--- config.mk ---
export PLATFORM = sky130hd
export DESIGN_NAME = pcint_ctrl
export DESIGN_NICKNAME = d
export VERILOG_FILES = /design/src/rtl/pcint_pkg.sv /design/src/rtl/pcint_sync.sv /design/src/rtl/pcint_group.sv /design/src/rtl/pcint_regs.sv /design/src/rtl/pcint_ctrl.sv
export SDC_FILE = /design/constraint.sdc
export NUM_CORES = 1
export LEC_CHECK = 0
export BUFFER_PORTS_ARGS = -buffer_cell sky130_fd_sc_hd__buf_2
export CAP_MARGIN = 20
export CORE_MARGIN = 10
export CORE_UTILIZATION = 50
export DETAILED_ROUTE_END_ITERATION = 16
export HOLD_SLACK_MARGIN = 0.08
export PLACE_DENSITY = 0.75
export SYNTH_ARGS = -nofsm -noshare
export SYNTH_HDL_FRONTEND = slang
export SYNTH_SLANG_ARGS = --single-unit
--- constraint.sdc ---
create_clock -name clk_i -period 1.55 [get_ports clk_i]
set_input_delay 0.0775 -clock clk_i [delete_from_list [all_inputs] [get_ports clk_i]]
set_output_delay 0.0775 -clock clk_i [all_outputs]
set_load 0.01 [all_outputs]
--- src/rtl/pcint_pkg.sv ---
package pcint_pkg;
  localparam int NUM_GROUPS = 2;
  localparam int REG_AW     = 2;

  localparam logic [REG_AW-1:0] ADDR_MASK0 = 2'd0;
  localparam logic [REG_AW-1:0] ADDR_MASK1 = 2'd1;
  localparam logic [REG_AW-1:0] ADDR_EN    = 2'd2;
  localparam logic [REG_AW-1:0] ADDR_FLAG  = 2'd3;
endpackage

--- src/rtl/pcint_sync.sv ---
module pcint_sync #(
  parameter int W      = 12,
  parameter int STAGES = 2
) (
  input  logic         clk_i,
  input  logic         rst_ni,
  input  logic [W-1:0] d_i,
  output logic [W-1:0] edge_o
);
  logic [W-1:0] stage_q [STAGES];
  logic [W-1:0] prev_q;

  always_ff @(posedge clk_i or negedge rst_ni) begin
    if (!rst_ni) begin
      for (int s = 0; s < STAGES; s++) stage_q[s] <= '0;
      prev_q <= '0;
    end else begin
      stage_q[0] <= d_i;
      for (int s = 1; s < STAGES; s++) stage_q[s] <= stage_q[s-1];
      prev_q <= stage_q[STAGES-1];
    end
  end

  // any-direction change of the synchronized value
  assign edge_o = stage_q[STAGES-1] ^ prev_q;
endmodule

--- src/rtl/pcint_group.sv ---
module pcint_group #(
  parameter int W = 8
) (
  input  logic         clk_i,
  input  logic         rst_ni,
  input  logic [W-1:0] edge_i,
  input  logic [W-1:0] mask_i,
  input  logic         clr_i,
  input  logic         en_i,
  input  logic         gie_i,
  output logic         set_o,
  output logic         flag_o,
  output logic         irq_o
);
  logic flag_q;

  assign set_o = |(edge_i & mask_i);

  // set dominates clear so a colliding event survives
  always_ff @(posedge clk_i or negedge rst_ni) begin
    if (!rst_ni) flag_q <= 1'b0;
    else         flag_q <= set_o | (flag_q & ~clr_i);
  end

  assign flag_o = flag_q;
  assign irq_o  = flag_q & en_i & gie_i;
endmodule

--- src/rtl/pcint_regs.sv ---
module pcint_regs
  import pcint_pkg::*;
#(
  parameter int G0W  = 8,
  parameter int G1W  = 4,
  parameter int MAXW = 8,
  parameter int DW   = 8
) (
  input  logic                  clk_i,
  input  logic                  rst_ni,
  input  logic                  we_i,
  input  logic [REG_AW-1:0]     addr_i,
  input  logic [DW-1:0]         wdata_i,
  input  logic [NUM_GROUPS-1:0] flags_i,
  output logic [DW-1:0]         rdata_o,
  output logic [MAXW-1:0]       mask_o [NUM_GROUPS],
  output logic [NUM_GROUPS-1:0] en_o,
  output logic [NUM_GROUPS-1:0] flag_w1c_o
);
  localparam int GRP_W [NUM_GROUPS] = '{G0W, G1W};

  logic [MAXW-1:0]       mask_q [NUM_GROUPS];
  logic [NUM_GROUPS-1:0] en_q;

  for (genvar g = 0; g < NUM_GROUPS; g++) begin : g_mask
    localparam logic [MAXW-1:0] KEEP = {MAXW{1'b1}} >> (MAXW - GRP_W[g]);
    localparam logic [REG_AW-1:0] MADDR = (g == 0) ? ADDR_MASK0 : ADDR_MASK1;

    always_ff @(posedge clk_i or negedge rst_ni) begin
      if (!rst_ni)                     mask_q[g] <= '0;
      else if (we_i && addr_i == MADDR) mask_q[g] <= wdata_i[MAXW-1:0] & KEEP;
    end

    assign mask_o[g] = mask_q[g];
  end

  always_ff @(posedge clk_i or negedge rst_ni) begin
    if (!rst_ni)                         en_q <= '0;
    else if (we_i && addr_i == ADDR_EN) en_q <= wdata_i[NUM_GROUPS-1:0];
  end

  assign en_o       = en_q;
  assign flag_w1c_o = (we_i && addr_i == ADDR_FLAG) ? wdata_i[NUM_GROUPS-1:0] : '0;

  always_comb begin
    rdata_o = '0;
    unique case (addr_i)
      ADDR_MASK0: rdata_o = DW'(mask_q[0]);
      ADDR_MASK1: rdata_o = DW'(mask_q[1]);
      ADDR_EN:    rdata_o = DW'(en_q);
      default:    rdata_o = DW'(flags_i);
    endcase
  end
endmodule

--- src/rtl/pcint_ctrl.sv ---
module pcint_ctrl
  import pcint_pkg::*;
#(
  parameter int G0_PINS     = 8,
  parameter int G1_PINS     = 4,
  parameter int SYNC_STAGES = 2,
  parameter int DATA_W      = 8
) (
  input  logic                          clk_i,
  input  logic                          rst_ni,
  input  logic [G0_PINS+G1_PINS-1:0]    pins_i,
  input  logic                          gie_i,
  input  logic [NUM_GROUPS-1:0]         ack_i,
  input  logic                          reg_we_i,
  input  logic [REG_AW-1:0]             reg_addr_i,
  input  logic [DATA_W-1:0]             reg_wdata_i,
  output logic [DATA_W-1:0]             reg_rdata_o,
  output logic [NUM_GROUPS-1:0]         irq_o
);
  localparam int NPINS = G0_PINS + G1_PINS;
  localparam int MAXW  = (G0_PINS > G1_PINS) ? G0_PINS : G1_PINS;
  localparam int GRP_BASE [NUM_GROUPS] = '{0, G0_PINS};

  logic [NPINS-1:0]      pin_edge;
  logic [NPINS+MAXW-1:0] edge_pad;
  logic [MAXW-1:0]       grp_mask [NUM_GROUPS];
  logic [NUM_GROUPS-1:0] grp_en, grp_w1c, grp_set, grp_flag;

  pcint_sync #(.W(NPINS), .STAGES(SYNC_STAGES)) u_sync (
    .clk_i  (clk_i),
    .rst_ni (rst_ni),
    .d_i    (pins_i),
    .edge_o (pin_edge)
  );

  assign edge_pad = {{MAXW{1'b0}}, pin_edge};

  pcint_regs #(.G0W(G0_PINS), .G1W(G1_PINS), .MAXW(MAXW), .DW(DATA_W)) u_regs (
    .clk_i      (clk_i),
    .rst_ni     (rst_ni),
    .we_i       (reg_we_i),
    .addr_i     (reg_addr_i),
    .wdata_i    (reg_wdata_i),
    .flags_i    (grp_flag),
    .rdata_o    (reg_rdata_o),
    .mask_o     (grp_mask),
    .en_o       (grp_en),
    .flag_w1c_o (grp_w1c)
  );

  for (genvar g = 0; g < NUM_GROUPS; g++) begin : g_grp
    pcint_group #(.W(MAXW)) u_grp (
      .clk_i  (clk_i),
      .rst_ni (rst_ni),
      .edge_i (edge_pad[GRP_BASE[g] +: MAXW]),
      .mask_i (grp_mask[g]),
      .clr_i  (grp_w1c[g] | ack_i[g]),
      .en_i   (grp_en[g]),
      .gie_i  (gie_i),
      .set_o  (grp_set[g]),
      .flag_o (grp_flag[g]),
      .irq_o  (irq_o[g])
    );
  end
endmodule

==> impl_results.md, run 1 <==
* Crit path DAT at 1370 ps
* Worst Reg-to-Reg Cells at 4
* Post-Layout Cell Count at roughly 220
* Routed WL at ~3400 um
* Pwr Total at roughly 2.8 mW
* Vias in the first global route at ~1200
* XOR/XNOR share of the synthesized area at under 10%
* Final hold vios at 0
* Total gr overflow at 0
* Post-Synthesis Cells at between 100 and 150
* Ports at 38
* Period minus WS final at roughly 1400 ps
* Placed wire-length estimate at about 2400 um
* Highest Clock Rate at ~700 MHz
* Clock transition at path regs at 90 ps
* Skew final at roughly 7.7 ps
* Routed Antenna Nets at 0
* Sequential area share after synthesis at between 60% and 70%
* Area of the multi-input gates at 532 sq um
* Die Height at approximately 81 um
* Startpoint type of the worst setup path: flip-flop
* Starting DRT DRC Count at 46
* PortBufs at 37
* Clock sinks at 52
* GRT Total Usage at between 10% and 20%
* Leakage Power at between 1 and 1.5 nW
* Relative slew margins at 62.5%
* Max Cap Violations at 0
* Fin crit share at between 90% and 100%
* N_diodes at 0
* Antenna violations before repair at 0
* Outcome: finished clean
* Area delta synth->final at 29.5%
* Initial Util at 51.4%
* Register area at around 0.0013 sq mm
* DIE WIDTH at 81.4 um
* Post-Synth Adder-Cell Area at 0%
* Class of the worst hold path: input pin to flip-flop
* Commonest non-fill, non-tap cells in the layout: 52 x dfrtp_1, 37 x buf_2, 23 x dlygate4sd3_1, 12 x xor2_1, 8 x mux2_4
* CP Data Required Time at between 1000 and 1500 ps
* CP endpoint kind: output pin
* Hold path cells at 4
* DRC violation count after routing at 0
* Hold Path Sink: g_grp[1].u_grp.flag_o$_DFF_PN0_
* Compound-Gate Fraction of Synth Area at under 10%
* Filler cells at roughly 270
* Maximum fanout along the worst path at 3
* VDD IR max at between 600 and 700 uV
* WS Path Type: flip-flop to output pin
* Setup bufs post-CTS at 0
* Worst-Margin Slew at roughly 560 ps
* Global-route wire length before repair at 5990 um
* Post-Syn Area at about 0.0019 sq mm
* Die Footprint at approximately 0.0066 sq mm
* Wire per inst at 15.3 um
* Flop2flop setup slack at roughly 300 ps
* Root buf cell: clkbuf_8
* Cell variety after synth at 19
* Slowest CP cell: mux4_1
* Setup violators final at 0
* Worst-Skew Late Latency at approximately 300 ps
* Delay of the slowest critical-path stage at 510 ps
* Post-Place Cells at between 150 and 200
* Multiplexer share of the synthesized area at 13.8%
* CTS tree: done
* Syn nets at between 100 and 150
* Nets at about 200
* Core Area at 0.00366 sq mm
* CTS max path bufs at 2
* Hold path start: reg_we_i
* Vias post-DR at around 1100
* Largest net degree at the start of global routing at 29
* Largest family of logic cells by synthesized area: multiplexers
* Num rows at 22
* CTS buffer count at 5
* GP Congestion at approximately 0.77
* Share of cells above drive strength 1 at a little over a third
* Pwr per Cell Area at 1170 mW/mm^2
* Syn_area_per_cell at about 17 sq um
* Setup TNS at 0 ps
* Max-slew violations at 0
* Critical R2R Launch: u_sync.prev_q[7]$_DFF_PN0_
* Post-synthesis simple-gate area fraction at around 6.3%
* Register bit count reported by yosys at 52
* Ys Warns at 0
* Critical-path cell list: mux4_1 -> buf_2
* Commonest non-fill, non-tap cell in the layout: dfrtp_1
* Post-DR vias/cell at approximately 4.8
* Pre-antenna DRT Iters at 4
* H-tree depth at 2
* FF-to-FF End: g_grp[0].u_grp.flag_o$_DFF_PN0_
* RSZ-0062 raised after global routing: no
worst max-delay path by stage:
stage | endpoint | depth (start not counted) | slack [ps] | from
6_report | reg_rdata_o[0] | 2 | 100 | u_regs.mask_o[0]$_DFFE_PN0P_
5_1_grt | reg_rdata_o[0] | 2 | 40 | u_regs.mask_o[0]$_DFFE_PN0P_
4_1_cts | reg_rdata_o[0] | 2 | 90 | u_regs.mask_o[0]$_DFFE_PN0P_
3_5_place_dp | g_grp[0].u_grp.flag_o$_DFF_PN0_ | 4 | 340 | u_sync.stage_q[7]$_DFF_PN0_
3_3_place_gp | g_grp[0].u_grp.flag_o$_DFF_PN0_ | 4 | 370 | u_sync.prev_q[7]$_DFF_PN0_
2_1_floorplan | g_grp[0].u_grp.flag_o$_DFF_PN0_ | 4 | 400 | u_sync.prev_q[7]$_DFF_PN0_
cell families (layout without fill, tap and decap cells):
kind of cell,Yosys count,count (layout)
simple gates,18,18
mux,18,18
flops,52,52
buf+inv,5,69
xor+xnor,12,12
compound gates,6,6
routing by layer:
metal / vias to the layer above / wire length (um) / global-route usage [%]
li1: 511 / - / -
met1: 524 / 1460 / 14.4
met2: 27 / 1650 / 18.0
met3: 10 / 239 / 4.86
met4: 0 / 72 / 3.98
met5: - / 0 / 0
stage by stage:
| step | setup WS [ps] | util, % | cell area (sq um) | hold WS [ps] |
|---|---|---|---|---|
| after global routing | 42.8 | 66.5 | 2440 | 208 |
| after global placement | 368 | 57.3 | 2100 | 92.6 |
| after detailed placement | 338 | 57.3 | 2100 | 103 |
| after floorplan | 401 | - | 1880 | -218 |
| final | 101 | 66.5 | 2440 | 182 |
| after CTS | 86.8 | 66.5 | 2440 | 182 |
state kept, by name (all words and copies together), names as in the netlist:
name / count
u_sync.prev_q: 12
u_regs.mask_o: 12
u_regs.en_o: 2
g_grp.u_grp.flag_o: 2
u_sync.stage_q: 24
timing repair:
item	CTS	global route
hold buffers	23	0
resized for setup	0	0
hold endpoints to repair	52	0
area by class of cell:
type	instances	share of cell area, %
Sequential cell	52	53.4
Multi-Input combinational cell	54	21.8
Timing Repair Buffer	61	17.9
Clock buffer	6	2.98
Tap cell	48	2.47
Clock inverter	2	1.44
critical path, delay by kind of cell (launching register included):
kind	cells	cell delay [ps]
muxes	1	510
DFF	1	410
buffers and inverters	1	160
power breakdown:
part,leakage (nW),switching (mW),total [mW],internal (mW)
sequential,0.605,0.0837,1.57,1.48
clock,0.0552,0.409,0.888,0.479
combinational,0.486,0.151,0.387,0.236
cells in the mapped netlist (all sizes together):
library cell / count / area, sq um
and3: 2 / 12.5
nand3b: 4 / 30.0
nor2: 3 / 18.8
buf: 5 / 48.8
xor2: 12 / 105
and2: 5 / 33.8
nand4: 3 / 18.8
a221oi: 1 / 8.76
a22o: 1 / 8.76
a22oi: 4 / 30.0
mux2i: 2 / 20.0
dfrtp: 52 / 1300
nand3: 1 / 5.00
mux2: 14 / 188
mux4: 2 / 52.6
Note: power is estimated with default switching activity, not from simulation.
==> run 2, diff against run 1 <==
--- a/config.mk
+++ b/config.mk
@@ -7,7 +7,7 @@
 export LEC_CHECK = 0
 export BUFFER_PORTS_ARGS = -buffer_cell sky130_fd_sc_hd__buf_2
 export CAP_MARGIN = 20
-export CORE_MARGIN = 10
+export CORE_MARGIN = 4
 export CORE_UTILIZATION = 50
 export DETAILED_ROUTE_END_ITERATION = 16
 export HOLD_SLACK_MARGIN = 0.08
==> impl_results.md, run 2 (synthesis gave the netlist of run 1 again) <==
* Outcome: finished clean
* Die Height at ~69 um
* Starting DRT DRC Count at 29
* Wire per inst at between 10 and 15 um
* GP Congestion at between 0.8 and 0.9
* Max FFs per register at 24
* GRT Total Usage at between 10 and 15%
* Post-Layout Cell Count at 222
* CTS Hold Bufs at 23
* Class of the worst hold path: input pin to flip-flop
* Relative slew margins at about three fifths
* Initial Util at between 50% and 60%
* FF-to-FF End: g_grp[0].u_grp.flag_o$_DFF_PN0_
* Crit path DAT at approximately 1300 ps
* Max Cap Violations at 0
* Nets at about 200
* Skew final at about 4.7 ps
* Setup TNS at 0 ps
* Root buf cell: clkbuf_8
* Sw frac at a little under a quarter
* Post-layout util at approximately two thirds
* Commonest non-fill, non-tap cells in the layout: 52 x dfrtp_1, 37 x buf_2, 23 x dlygate4sd3_1, 12 x xor2_1, 8 x mux2_4
* Routed Antenna Nets at 0
* Worst Reg-to-Reg Cells at 4
* Num rows at 22
* Pre-antenna DRT Iters at 4
* Reg power frac at between 50% and 60%
* Share of cells above drive strength 1 at 34.5%
* Routed WL at a little over 3000 um
* Largest net degree at the start of global routing at between 50 and 60
* Commonest non-fill, non-tap cell in the layout: dfrtp_1
* CP endpoint kind: output pin
* Setup violators final at 0
* Vias in the first global route at 1188
* Clock sinks at 52
* Die Footprint at roughly 0.0048 sq mm
* Worst-Margin Slew at around 620 ps
* Clock transition at path regs at 80 ps
* Placed wire-length estimate at approximately 2100 um
* Max-slew violations at 0
* Fin crit share at 91.4%
* DRC violation count after routing at 0
* CTS max path bufs at 2
* RSZ-0062 raised after global routing: no
* Placed Area at 0.00209 sq mm
* Hold path cells at 4
* Final instance area at 0.00239 sq mm
* DIE WIDTH at 69.4 um
* Hold path start: reg_we_i
* Hold Path Sink: g_grp[1].u_grp.flag_o$_DFF_PN0_
* Final hold vios at 0
* Combinational Power Share at about 14%
* Critical R2R Launch: u_sync.stage_q[7]$_DFF_PN0_
* PortBufs at 37
* VDD IR max at ~770 uV
* N_diodes at 0
* Sw power at 0.608 mW
* Setup bufs post-CTS at 0
* Post-DR vias/cell at between 4 and 5
* Global-route wire length before repair at about 5600 um
* CTS buffer count at 5
* Period minus WS final at 1420 ps
* Top reg by flops: u_sync.stage_q
* Core Area at 0.00366 sq mm
* CP Data Required Time at 1470 ps
* Pwr per Cell Area at approximately 1100 mW/mm^2
* CTS tree: done
* Worst-Skew Late Latency at ~290 ps
* Vias post-DR at around 1100
* Flop2flop setup slack at approximately 320 ps
* Maximum fanout along the worst path at 3
* Clock share of power at 26.3%
* Highest Clock Rate at between 700 and 800 MHz
* WS Path Type: flip-flop to output pin
* Post-Place Cells at between 150 and 200
* Area delta synth->final at 27.2%
* Pint at between 2 and 2.5 mW
* H-tree depth at 2
* Leakage Power at 1.13 nW
* CTS resizes at 0
* Total gr overflow at 0
* Ports at 38
* Startpoint type of the worst setup path: flip-flop
* Antenna violations before repair at 0
## run 2: worst max path at each step
| stage | from | endpoint | depth (start not counted) | slack [ps] |
|---|---|---|---|---|
| after global routing | u_regs.mask_o[1]$_DFFE_PN0P_ | reg_rdata_o[1] | 2 | 60 |
| after detailed placement | u_sync.stage_q[7]$_DFF_PN0_ | g_grp[0].u_grp.flag_o$_DFF_PN0_ | 4 | 310 |
| after global placement | u_sync.prev_q[7]$_DFF_PN0_ | g_grp[0].u_grp.flag_o$_DFF_PN0_ | 4 | 370 |
| final | u_regs.mask_o[0]$_DFFE_PN0P_ | reg_rdata_o[0] | 2 | 130 |
| after CTS | u_regs.mask_o[0]$_DFFE_PN0P_ | reg_rdata_o[0] | 2 | 110 |
| after floorplan | u_sync.prev_q[7]$_DFF_PN0_ | g_grp[0].u_grp.flag_o$_DFF_PN0_ | 4 | 400 |
## run 2: metal layers
metal	global-route usage [%]	vias up	share of wire, %
met5	0	-	0
met4	8.24	0	2.9
li1	-	506	-
met2	22.8	27	49
met1	19.2	522	43
met3	4.20	8	5.3
## run 2: per-stage QoR
step	power (mW)	setup WS [ps]	hold WS [ps]
finish	2.63	134	196
global route	2.78	64.2	202
CTS	2.67	107	185
detailed placement	1.93	305	187
global placement	1.91	372	185
floorplan	1.80	401	-218
## run 2: worst max-delay path, cell delays in order, from the launching register on
cell     delay, ps
dfrtp_1        400
mux4_1         490
buf_2          150
## run 2: power by group through the flow
stage,clock network (mW),logic [mW],registers (mW)
5_1_grt,0.785,0.414,1.59
3_3_place_gp,0,0.326,1.59
4_1_cts,0.727,0.380,1.57
2_1_floorplan,0,0.233,1.56
3_5_place_dp,0,0.335,1.59
6_report,0.690,0.374,1.56
## run 2: cell type report
| type | instances | area [sq um] |
|---|---|---|
| fillers | 262 | 1270 |
| clock inverters | 1 | 5.00 |
| flip-flops and latches | 52 | 1300 |
| clock buffers | 6 | 72.6 |
| repair buffers | 61 | 423 |
| multi-input cells | 54 | 532 |
| well taps | 48 | 60.1 |
==> run 3, diff against run 2 <==
--- a/config.mk
+++ b/config.mk
@@ -5,13 +5,14 @@
 export SDC_FILE = /design/constraint.sdc
 export NUM_CORES = 1
 export LEC_CHECK = 0
-export BUFFER_PORTS_ARGS = -buffer_cell sky130_fd_sc_hd__buf_2
 export CAP_MARGIN = 20
 export CORE_MARGIN = 4
 export CORE_UTILIZATION = 50
 export DETAILED_ROUTE_END_ITERATION = 16
+export DONT_BUFFER_PORTS = 1
 export HOLD_SLACK_MARGIN = 0.08
-export PLACE_DENSITY = 0.75
+export PLACE_DENSITY = 0.66
+export RECOVER_POWER = 50
 export SYNTH_ARGS = -nofsm -noshare
 export SYNTH_HDL_FRONTEND = slang
 export SYNTH_SLANG_ARGS = --single-unit
==> impl_results.md, run 3 (synthesis gave the netlist of run 1 again) <==
* Vias in the first global route at ~1100
* Startpoint type of the worst setup path: input pin
* DR top layer: met4
* Routed WL at 2980 um
* CTS tree: done
* Routed Antenna Nets at 0
* Critical Path Most Common Cell: dlygate4sd3_1
* Critical R2R Launch: u_sync.stage_q[7]$_DFF_PN0_
* Relative slew margins at roughly 28%
* Final instance area at 0.00228 sq mm
* Initial Util at between 50% and 60%
* CP Data Required Time at approximately 1700 ps
* Worst-Skew Late Latency at slightly below 300 ps
* Wire per inst at 15.7 um
* Fin crit share at just under 100%
* CP endpoint kind: flip-flop
* CTS buffer count at 5
* Ports at 38
* Starting DRT DRC Count at between 50 and 60
* FF-to-FF End: g_grp[0].u_grp.flag_o$_DFF_PN0_
* Setup TNS at 0 ps
* Num rows at 22
* Max FFs per register at 24
* Skew final at around 5.2 ps
* Die Footprint at about 0.0048 sq mm
* Pwr per Cell Area at ~1200 mW/mm^2
* Class of the worst hold path: input pin to flip-flop
* Delay of the slowest critical-path stage at 580 ps
* DRC violation count after routing at 0
* Max-slew violations at 0
* Crit path DAT at about 1700 ps
* N_diodes at 0
* Placed wire-length estimate at between 2000 and 2500 um
* Pwr Total at 2.75 mW
* Core Area at roughly 0.0037 sq mm
* Slowest CP cell: dlygate4sd3_1
* Placed Area at 0.00189 sq mm
* Pre-antenna DRT Iters at 3
* Critical-path cell list: dlygate4sd3_1 -> nand3b_1 -> dlygate4sd3_1 -> mux2_2
* DIE WIDTH at 69.4 um
* Post-Layout Cell Count at 190
* Root buf cell: clkbuf_8
* Setup bufs post-CTS at 0
* Global-route wire length before repair at around 5300 um
* PortBufs at 0
* Filler cells at 278
* Period minus WS final at ~1500 ps
* Commonest non-fill, non-tap cells in the layout: 52 x dfrtp_1, 27 x dlygate4sd3_1, 12 x xor2_1, 8 x mux2_4, 6 x mux2_2
* Maximum fanout along the worst path at 7
* Top reg by flops: u_sync.stage_q
* Share of cells above drive strength 1 at ~17%
* Worst Reg-to-Reg Cells at 4
* VDD IR max at ~830 uV
* GP Congestion at roughly 0.74
* Commonest non-fill, non-tap cell in the layout: dfrtp_1
* WL met1 at between 1000 and 1500 um
* Met2 WL at about 1600 um
* Leakage Power at 1.00 nW
* Post-Place Cells at ~150
* Post-DR vias/cell at ~5.0
* Max Cap Violations at 0
* Largest net degree at the start of global routing at 53
* H-tree depth at 2
* Total gr overflow at 0
* GRT Total Usage at 14.1%
* Antenna violations before repair at 0
* WS Path Type: input pin to flip-flop
* Final hold vios at 0
* Setup crit end: u_regs.en_o[1]$_DFFE_PN0P_
* Met3 routed WL at roughly 150 um
* CTS max path bufs at 2
* Flop2flop setup slack at 310 ps
* Post-layout util at between 60% and 70%
* Highest Clock Rate at ~660 MHz
* Die Height at slightly below 70 um
* Area delta synth->final at 20.9%
* RSZ-0062 raised after global routing: no
* Worst setup path start: reg_addr_i[0]
* Setup violators final at 0
* Clock sinks at 52
* Nets at 169
* Vias post-DR at 956
* Clock transition at path regs at around 80 ps
* Worst-Margin Slew at 1080 ps
* Outcome: finished clean
## run 3: cell count changes in the layout (fill, tap and decap cells not counted), sizes merged
cell,before,now
buf,38,1
dlygate4sd3,23,27
bufinv,0,1
## run 3: metal layers
layer / GRT usage [%] / vias to the layer above
li1: - / 444
met2: 22.8 / 25
met5: 0 / -
met4: 5.21 / 0
met1: 18.3 / 485
met3: 3.91 / 2
## run 3: how the worst min path moves through the flow
| stage | startpoint | endpoint | slack (ps) | cells past startpoint |
|---|---|---|---|---|
| CTS | reg_we_i | u_regs.mask_o[1]$_DFFE_PN0P_ | 180 | 2 |
| finish | reg_we_i | u_regs.mask_o[3]$_DFFE_PN0P_ | 190 | 2 |
| floorplan | rst_ni | g_grp[0].u_grp.flag_o$_DFF_PN0_ | -220 | 0 |
| global placement | rst_ni | u_sync.stage_q[0]$_DFF_PN0_ | -220 | 0 |
| detailed placement | rst_ni | u_sync.stage_q[0]$_DFF_PN0_ | -220 | 0 |
| global route | reg_we_i | u_regs.mask_o[11]$_DFFE_PN0P_ | 190 | 2 |
## run 3: timing repair
action,CTS,global route
hold buffers,28,0
resized for setup,0,0
endpoints found under the hold margin,80,0
## run 3: worst max-delay path, delay by kind of cell
family,cells,cell delay [ps]
buf+inv,2,1160
mux,1,270
simple gates,1,200
## run 3: metrics by stage
step,hold WS (ps),setup slack [ps]
CTS,179,39.5
global route,187,47.1
floorplan,-218,401
global placement,-216,371
detailed placement,-216,317
finish,185,26.5
## run 3: final cells by class
class,instances,area [sq um],area share (%)
clock buffer,6,72.6,3.19
clock inverter,2,35.0,1.54
multi-input combinational,54,532,23.4
sequential,52,1300,57.2
tap,48,60.1,2.64
timing repair buffer,28,275,12.1
## run 3: power breakdown
part / internal, mW / leakage [nW] / switching [mW]
Sequential: 1.48 / 0.605 / 0.0838
Combinational: 0.194 / 0.341 / 0.125
Clock: 0.479 / 0.0552 / 0.384
Total: 2.15 / 1.00 / 0.592
